==> src/rtl/shunt_route_pkg.sv <==
`timescale 1ns/1ps
package shunt_route_pkg;

  localparam int NPORT = 7;

  typedef enum logic [2:0] {
    P_LOCAL  = 3'd0,
    P_NORTH  = 3'd1,
    P_EAST   = 3'd2,
    P_SOUTH  = 3'd3,
    P_WEST   = 3'd4,
    P_DIVERT = 3'd5,
    P_OPTIC  = 3'd6
  } port_e;

  // number of set bits in a zero-extended address
  function automatic logic [4:0] bit_count(input logic [15:0] v);
    logic [4:0] n;
    n = '0;
    for (int i = 0; i < 16; i++) n = n + 5'(v[i]);
    return n;
  endfunction

  // a lane is blocked once occupancy reaches 4/5 of full scale
  function automatic logic over_thresh(input logic [15:0] occ, input logic [15:0] full);
    logic [31:0] lhs;
    logic [31:0] rhs;
    lhs = {16'b0, occ} * 32'd5;
    rhs = {16'b0, full} * 32'd4;
    return lhs >= rhs;
  endfunction

endpackage

==> src/rtl/shunt_addr_classify.sv <==
`timescale 1ns/1ps
module shunt_addr_classify
  import shunt_route_pkg::*;
#(
  parameter int COORD_W = 2,
  localparam int ADDR_W = 2 * COORD_W
) (
  input  logic [ADDR_W-1:0] src,
  input  logic [ADDR_W-1:0] dst,
  output logic              same_node,
  output logic              adjacent,
  output logic              odd_parity,
  output port_e             normal_port
);

  logic [COORD_W:0] sx, sy, dx, dy;
  logic x_eq, y_eq, x_inc, x_dec, y_inc, y_dec;
  logic [4:0] ones_sum;

  assign sx = {1'b0, src[ADDR_W-1:COORD_W]};
  assign sy = {1'b0, src[COORD_W-1:0]};
  assign dx = {1'b0, dst[ADDR_W-1:COORD_W]};
  assign dy = {1'b0, dst[COORD_W-1:0]};

  assign x_eq  = (sx == dx);
  assign y_eq  = (sy == dy);
  assign x_inc = (dx == sx + 1'b1);
  assign x_dec = (sx == dx + 1'b1);
  assign y_inc = (dy == sy + 1'b1);
  assign y_dec = (sy == dy + 1'b1);

  assign same_node = x_eq && y_eq;
  assign adjacent  = (x_eq && (y_inc || y_dec)) || (y_eq && (x_inc || x_dec));

  assign ones_sum   = bit_count(16'(src)) + bit_count(16'(dst));
  assign odd_parity = ones_sum[0];

  always_comb begin
    normal_port = P_LOCAL;
    if (y_eq && x_inc)      normal_port = P_SOUTH;
    else if (y_eq && x_dec) normal_port = P_NORTH;
    else if (x_eq && y_inc) normal_port = P_EAST;
    else if (x_eq && y_dec) normal_port = P_WEST;
  end

endmodule

==> src/rtl/shunt_block_detect.sv <==
`timescale 1ns/1ps
module shunt_block_detect
  import shunt_route_pkg::*;
#(
  parameter int OCC_W   = 8,
  parameter int OCC_MAX = 255,
  localparam int NLANE  = NPORT - 1
) (
  input  logic [NLANE*OCC_W-1:0] occ_vec,
  output logic [NPORT-1:0]       blocked
);

  assign blocked[0] = 1'b0;  // local port has no congestion lane

  for (genvar k = 0; k < NLANE; k++) begin : g_lane
    assign blocked[k+1] = over_thresh(16'(occ_vec[k*OCC_W +: OCC_W]), 16'(OCC_MAX));
  end

endmodule

==> src/rtl/shunt_port_select.sv <==
`timescale 1ns/1ps
module shunt_port_select
  import shunt_route_pkg::*;
#(
  parameter int OCC_W  = 8,
  localparam int NLANE = NPORT - 1
) (
  input  logic                   clk,
  input  logic                   rst_n,
  input  logic                   req_valid,
  input  logic                   same_node,
  input  logic                   adjacent,
  input  logic                   odd_parity,
  input  port_e                  normal_port,
  input  logic [NLANE*OCC_W-1:0] occ_vec,
  input  logic [NPORT-1:0]       blocked,
  output logic [NPORT-1:0]       pick,
  output logic                   stall
);

  logic [2:0]       n_lane;
  logic [OCC_W-1:0] occ_norm, occ_div;
  logic             norm_free, div_free, divert_wins;

  assign n_lane    = (normal_port == P_LOCAL) ? 3'd0 : 3'(normal_port) - 3'd1;
  assign occ_norm  = occ_vec[int'(n_lane)*OCC_W +: OCC_W];
  assign occ_div   = occ_vec[(int'(P_DIVERT)-1)*OCC_W +: OCC_W];
  assign norm_free = !blocked[normal_port];
  assign div_free  = !blocked[P_DIVERT];
  assign divert_wins = occ_norm > occ_div;

  always_comb begin
    pick  = '0;
    stall = 1'b0;
    if (same_node) begin
      pick[P_LOCAL] = 1'b1;
    end else if (!adjacent) begin
      if (!blocked[P_OPTIC]) pick[P_OPTIC] = 1'b1;
      else                   stall = 1'b1;
    end else if (odd_parity) begin
      if (norm_free && div_free) begin
        if (divert_wins) pick[P_DIVERT] = 1'b1;
        else             pick[normal_port] = 1'b1;
      end else if (norm_free) begin
        pick[normal_port] = 1'b1;
      end else if (div_free) begin
        pick[P_DIVERT] = 1'b1;
      end else begin
        stall = 1'b1;
      end
    end else begin
      if (norm_free) pick[normal_port] = 1'b1;
      else           stall = 1'b1;
    end
  end

  AST_NO_BLOCKED_PICK: assert property (@(posedge clk) disable iff (!rst_n)
    req_valid |-> ((pick & blocked) == '0));

  AST_FAR_GOES_OPTIC: assert property (@(posedge clk) disable iff (!rst_n)
    (req_valid && !same_node && !adjacent) |-> ((pick == 7'b1000000) || stall));

  AST_DIVERT_NEEDS_ODD: assert property (@(posedge clk) disable iff (!rst_n)
    (req_valid && pick[P_DIVERT]) |-> (adjacent && odd_parity));

  AST_DIVERT_LESS_LOADED: assert property (@(posedge clk) disable iff (!rst_n)
    (req_valid && pick[P_DIVERT] && !blocked[normal_port]) |-> (occ_norm > occ_div));

endmodule

==> src/rtl/shunt_route_unit.sv <==
`timescale 1ns/1ps
module shunt_route_unit
  import shunt_route_pkg::*;
#(
  parameter int COORD_W = 2,
  parameter int OCC_W   = 8,
  parameter int OCC_MAX = 255,
  localparam int ADDR_W = 2 * COORD_W,
  localparam int NLANE  = NPORT - 1
) (
  input  logic                   clk,
  input  logic                   rst_n,
  input  logic                   req_valid,
  input  logic [ADDR_W-1:0]      src_addr,
  input  logic [ADDR_W-1:0]      dst_addr,
  input  logic [NLANE*OCC_W-1:0] occ_vec,
  output logic                   route_valid,
  output logic [NPORT-1:0]       route_sel,
  output logic                   route_stall
);

  logic       same_node, adjacent, odd_parity;
  port_e      normal_port;
  logic [NPORT-1:0] blocked, pick;
  logic       stall;

  shunt_addr_classify #(.COORD_W(COORD_W)) u_classify (
    .src(src_addr), .dst(dst_addr),
    .same_node(same_node), .adjacent(adjacent),
    .odd_parity(odd_parity), .normal_port(normal_port)
  );

  shunt_block_detect #(.OCC_W(OCC_W), .OCC_MAX(OCC_MAX)) u_block (
    .occ_vec(occ_vec), .blocked(blocked)
  );

  shunt_port_select #(.OCC_W(OCC_W)) u_select (
    .clk(clk), .rst_n(rst_n), .req_valid(req_valid),
    .same_node(same_node), .adjacent(adjacent), .odd_parity(odd_parity),
    .normal_port(normal_port), .occ_vec(occ_vec), .blocked(blocked),
    .pick(pick), .stall(stall)
  );

  always_ff @(posedge clk) begin
    if (!rst_n) begin
      route_valid <= 1'b0;
      route_sel   <= '0;
      route_stall <= 1'b0;
    end else if (req_valid) begin
      route_valid <= 1'b1;
      route_sel   <= pick;
      route_stall <= stall;
    end else begin
      route_valid <= 1'b0;
      route_sel   <= '0;
      route_stall <= 1'b0;
    end
  end

  AST_VALID_FOLLOWS_REQ: assert property (@(posedge clk) disable iff (!rst_n)
    req_valid |=> route_valid);

  AST_IDLE_QUIET: assert property (@(posedge clk) disable iff (!rst_n)
    !req_valid |=> (!route_valid && (route_sel == '0) && !route_stall));

  AST_SEL_ONEHOT: assert property (@(posedge clk) disable iff (!rst_n)
    route_valid |-> ($onehot0(route_sel) && ((route_sel == '0) == route_stall)));

  AST_SAME_LOCAL: assert property (@(posedge clk) disable iff (!rst_n)
    (req_valid && (src_addr == dst_addr)) |=> (route_sel == 7'b0000001));

endmodule

==> config.mk <==
export PLATFORM = sky130hd
export DESIGN_NAME = shunt_route_unit
export DESIGN_NICKNAME = d
export VERILOG_FILES = /design/src/rtl/shunt_route_pkg.sv /design/src/rtl/shunt_addr_classify.sv /design/src/rtl/shunt_block_detect.sv /design/src/rtl/shunt_port_select.sv /design/src/rtl/shunt_route_unit.sv
export SDC_FILE = /design/constraint.sdc
export NUM_CORES = 1
export LEC_CHECK = 0
export ABC_AREA = 1
export ABC_CLOCK_PERIOD_IN_PS = 5000
export CAP_MARGIN = 10
export CORE_ASPECT_RATIO = 0.9
export CORE_MARGIN = 4
export CORE_UTILIZATION = 56
export CTS_BUF_LIST = sky130_fd_sc_hd__clkbuf_4
export CTS_CLUSTER_DIAMETER = 200
export DETAILED_ROUTE_END_ITERATION = 12
export DONT_BUFFER_PORTS = 1
export GPL_ROUTABILITY_DRIVEN = 1
export GPL_TIMING_DRIVEN = 0
export PLACE_DENSITY = 0.71
export SETUP_SLACK_MARGIN = 0.3
export SLEW_MARGIN = 20
export SYNTH_ARGS = -nofsm -noshare
export SYNTH_HDL_FRONTEND = slang
export SYNTH_SLANG_ARGS = --single-unit
==> constraint.sdc <==
create_clock -name clk -period 5 [get_ports clk]
set_clock_uncertainty 0.2 [all_clocks]
set_input_delay 1 -clock clk [delete_from_list [all_inputs] [get_ports clk]]
set_output_delay 1 -clock clk [all_outputs]
set_load 0.05 [all_outputs]
# Word level (Yosys, flattened, before mapping)
# Cells that the tools add are included.
totals:
  reg_bits: 9
  elab_cells: 91
classes:
  n_lt_le_gt_ge: 9
  multipliers: 6
  n_shift: 1
  n_reduce_logical: 18
  bitwise_logic: 3
  eq_ne: 6
  n_mux: 31
  n_addsub: 12
op_table:
  columns: ["operator", "count"]
  rows:
  - ["$ge 11x10->1 const B", 6]
  - ["$mul 8x3->11 const B", 6]
  - ["$shiftx 48x7->8", 1]
  - ["$mux 7", 3]
  - ["$mux 1", 19]
  - ["$mux 3", 5]
  - ["$add 2x1->3 const B", 4]
  - ["$eq 2x3->1", 4]
  - ["$mux 5", 2]
  - ["$logic_and 1x1->1", 9]
  - ["$gt 8x8->1", 1]
  - ["$add 1x1->1", 7]
  - ["$eq 2x2->1", 2]
  - ["$lt 3x4->1 const B", 1]
  - ["$reduce_or 4->1", 1]
  - ["$bmux 1 s3", 1]
  - ["$demux 1 s3", 1]
  - ["$ge 3x1->1 const B", 1]
  - ["$logic_not 3->1", 1]
  - ["$logic_or 1x1->1", 3]
  - ["$not 1->1", 3]
  - ["$reduce_or 3->1", 1]
  - ["$sub 3x1->3 const B", 1]
  - ["$logic_not 1->1", 2]
  - ["$reduce_and 2->1", 1]

# Longest topological paths before layout
logic_depth:
  ltp_word: 16
  ltp_mapped: 29
  mapped_depth_nobuf: 27

# By module
# A second synthesis with hierarchy kept.
hier_totals:
  cells_unflattened: 581
  hier_area_um2: 3584.7
modules_own_cells:
  columns: ["module", "seq_area_each_um2", "n_inst", "cells_each", "area_each_um2"]
  rows:
  - ["shunt_block_detect", 0.0, 1, 303, 2058.2]
  - ["shunt_port_select", 0.0, 1, 181, 933.4]
  - ["shunt_addr_classify", 0.0, 1, 70, 342.8]
  - ["shunt_route_unit", 180.2, 1, 27, 250.2]

# Worst setup path after synthesis
# OpenSTA, ideal clock, no wires.
synth_timing:
  path_kind: "input port to flip-flop"
  from: "in src_addr[2]"
  to: "reg route_sel[1]"
  stages: 28
  setup_slack_ps: 711
  arrival_ps: 3962
  n_path_buf: 2
  required_ps: 4673
  setup_time_ps: 127
  cell_sequence: "ha_1 -> inv_1 -> nand2_1 -> nand2_1 -> nor2_1 -> o21ai_4 -> inv_1 -> nor2_1 -> ha_1 -> clkinv_1 -> nand2_2 -> buf_6 -> buf_6 -> a21oi_1 -> o21ai_1 -> nand3_1 -> o21ai_1 -> inv_1 -> ha_1 -> nand2_1 -> o21ai_0 -> nand2_1 -> a21oi_1 -> nand4_1 -> nand2_1 -> inv_1 -> nand2_1 -> nor2_1"
synth_between:
  elab_chain_len: 13
  word_cells_on_any_way: 41
synth_lines:
  columns: ["element", "line_no", "rtl"]
  rows:
  - ["start, declared", "shunt_route_unit.sv:14", "input logic [ADDR_W-1:0] src_addr,"]
  - ["$eq 2x2->1", "shunt_addr_classify.sv:25", "assign x_eq = (sx == dx);"]
  - ["$logic_and 1x1->1", "shunt_addr_classify.sv:43", "else if (x_eq && y_dec) normal_port = P_WEST;"]
  - ["$mux 3", "shunt_addr_classify.sv:43", null]
  - ["$mux 3", "shunt_addr_classify.sv:42", "else if (x_eq && y_inc) normal_port = P_EAST;"]
  - ["$mux 3", "shunt_addr_classify.sv:41", "else if (y_eq && x_dec) normal_port = P_NORTH;"]
  - ["$mux 3", "shunt_addr_classify.sv:40", "if (y_eq && x_inc) normal_port = P_SOUTH;"]
  - ["$sub 3x1->3 (tied with other cells)", "shunt_port_select.sv:25", "assign n_lane = (normal_port == P_LOCAL) ? 3'd0 : 3'(normal_port) - 3'd1;"]
  - ["$mux 3 or $logic_and 1x1->1 (tied branches)", null, null]
  - ["$shiftx 48x7->8 or $mux 1 (tied branches)", null, null]
  - ["$gt 8x8->1 or $demux 1 s3 (tied branches)", null, null]
  - ["$mux 5, on equally long branches", "shunt_port_select.sv:42, shunt_port_select.sv:44", null]
  - ["$mux 7", "shunt_port_select.sv:41", "if (norm_free && div_free) begin"]
  - ["$mux 7", "shunt_port_select.sv:40", "end else if (odd_parity) begin"]
  - ["end signal, assigned", "shunt_route_unit.sv:51", "route_sel <= pick;"]
  - ["end, declared", "shunt_route_unit.sv:18", "output logic [NPORT-1:0] route_sel,"]
# Several ways; a longest one is shown, not always the timed one. The select of a mux whose other input is x is not followed.
# A chain may end at the register's enable or synchronous reset.

# Worst setup path in the final report
layout_timing:
  from: "in dst_addr[2]"
  to: "reg route_sel[1]"
layout_between:
  elab_chain_len: 13
  word_cells_on_any_way: 41
layout_lines:
  columns: ["element", "line_no", "rtl"]
  rows:
  - ["start, declared", "shunt_route_unit.sv:15", "input logic [ADDR_W-1:0] dst_addr,"]
  - ["parallel branches: the longest is 13 deep, another holds $gt 8x8->1", null, null]
# Several ways; the timed one is not identified. The select of a mux whose other input is x is not followed.

==> run metrics <==
full die area=7130 sq um; Worst Setup Start Kind=input port; CP Capture Type=register; CP max-delay cell=ha_1; main combinational cell family by area after synthesis=adder cells; detailed-route DRC error count=0; number of global-route vias before repair=2972; prevailing post-synth register cell=dfxtp_1; # nets final=675; count leader, synth=nand2_1; DR iter-0 viols=103; fin crit share=86.0%; placed insts=587; Num CTS Buffers=3; unrepaired setup endpoints after global routing=false; share of cells above drive strength 1=5.16%; final setup fails=0; CTS root buf=clkbuf_4; Final min period=4.30 ns; Worst Hold Class=in -> reg; Seq/Total Area, Yosys=5.51%; DRT Wirelength=7.41 mm; ant diodes=0; Slew @ Worst Pin=0.476 ns; Synth Area in Compound Gates=12.4%; Cells after Synth=517; gr usage total=21.4%; area taken by multi-input logic gates=2750 sq um; Via-to-Cell Ratio=5.35; first-pass GRT wire length=12.5 mm; row cnt=26; initial antenna violation count=0; hold_buf cts=0; post-synthesis mux area share=0%; relative slew slack=68.2%; I/O pins=68; Final Hold Fails=0; Required @ worst endpoint=4.92 ns; Peak supply drop=128 uV; share of synthesized registers carrying an async set or reset=0%; PortBufs=0; simple-gate area share of the yosys netlist=32.5%; Post-synth top cells=108 x nand2_1, 86 x ha_1, 77 x inv_1; Final ANT Viol Nets=0; starting density of the core=57.8%; outcome=completed; Synth Area in Adders=36.6%; area leader, netlist=ha_1; Critical Path AT=4.22 ns; H-tree depth=1; critical path type=in -> reg; fillers=584; max frequency=0.233 GHz; Reg area=180 sq um; TritonCTS clock tree=built; hpwl dp=6.70 mm; max cap viols=0; Total Power=0.000470 W; P_leak=1.97 nW; Chip Height=80.5 um; area delta synth->final=4.40%; Die W=88.5 um; Synth area leaders=ha_1 33%, nand2_1 12%, inv_1 8.8%, nand3_1 6.7%, nor2_1 6.5%; #FFs+latches synth=9; DRT Pass-1 Iters=4; gr ovfl total=0; Net Count, Synth=668; Post-Layout Cell Count=593; clk sinks=9; Core Region=5660 sq um; Post-synth EDFFs=0; Avg WL per Cell=12.5 um; syn avg cell area=6.32 sq um; cell with the most instances on the worst path=nand2_1; Synth top area share=32.9%; final count of pins violating max slew=0; GPL Wtd Cong=0.850; Vias=3175; buffer levels on the longest clock path=2; Worst-path clk slew=0.05 ns; largest net degree at the start of global routing=11; XOR/XNOR share of the synthesized area=2.37%; synth unique cells=35; warnings from Yosys=0; CP peak stage delay=0.29 ns; total negative slack=0 ns; synthesized cell area=3270 sq um; CP Max Fanout=10; P per Cell Area=138 nW/um^2
-- cells in the final DEF, fill, tap and decap left out, types with 12 or more instances in the layout --
cell       n
nor3_1    12
ha_1      86
nor2_1    56
a21oi_1   38
inv_1     77
o21ai_0   17
nand2_1  108
nand3_1   44
o21ai_1   12
-- sequential cells by signal (all words and copies together) (netlist names) --
signal and flops:
route_sel 7, route_stall 1, route_valid 1
-- cells by family after synthesis --
kind of cell | count (synthesis)
xor gates and xnor gates | 8
buffers and inverters | 87
AOI/OAI and AO/OA | 76
DFF | 9
adders and majority gates | 92
and+or+nand+nor | 245
-- through the flow --
step	utilization (%)	worst slack, ns	area, sq um	hold slack (ns)
floorplan	-	0.711	3270	0.947
global placement	59.3	0.123	3360	0.972
detailed placement	59.3	0.0675	3360	0.989
CTS	59.8	0.327	3390	0.721
global route	60.3	0.310	3410	0.741
finish	60.3	0.700	3410	0.727
-- what timing repair did --
action / CTS / global route
setup buffers: 0 / 2
resized for setup: 0 / 5
endpoints found under the setup margin: 0 / 5
-- where the power goes --
group	switching, W	internal (W)
Combinational	0.000190	0.000141
Sequential	0.00000738	0.0000737
Clock	0.0000214	0.0000359
-- path summary, 6_finish.rpt --
path,startpoint,to,depth (start not counted)
setup / recovery,dst_addr[2],route_sel[1]$_SDFF_PP0_,28
hold / removal,req_valid,route_valid$_SDFF_PN0_,2
-- critical path: cells and delay by family --
family                     cells  cell delay, ns
buffers and inverters          7            0.65
and+or+nand+nor               11            0.95
adders and majority gates      3            0.79
AOI/OAI and AO/OA              7            0.81
-- metal layers --
metal | wire, um | GRT usage (%)
met3 | 430 | 3.18
met1 | 3560 | 29.0
met4 | 74 | 4.53
met2 | 3350 | 35.7
met5 | 0 | 0
-- cell type report --
| cell class | count | area share [%] |
|---|---|---|
| Tap cell | 70 | 2.57 |
| Sequential cell | 9 | 5.28 |
| Inverter | 79 | 8.80 |
| Timing Repair Buffer | 2 | 0.440 |
| Clock buffer | 4 | 0.880 |
| Buffer | 8 | 1.54 |
| Multi-Input combinational cell | 421 | 80.5 |
Note: power is estimated with default switching activity, not from simulation.
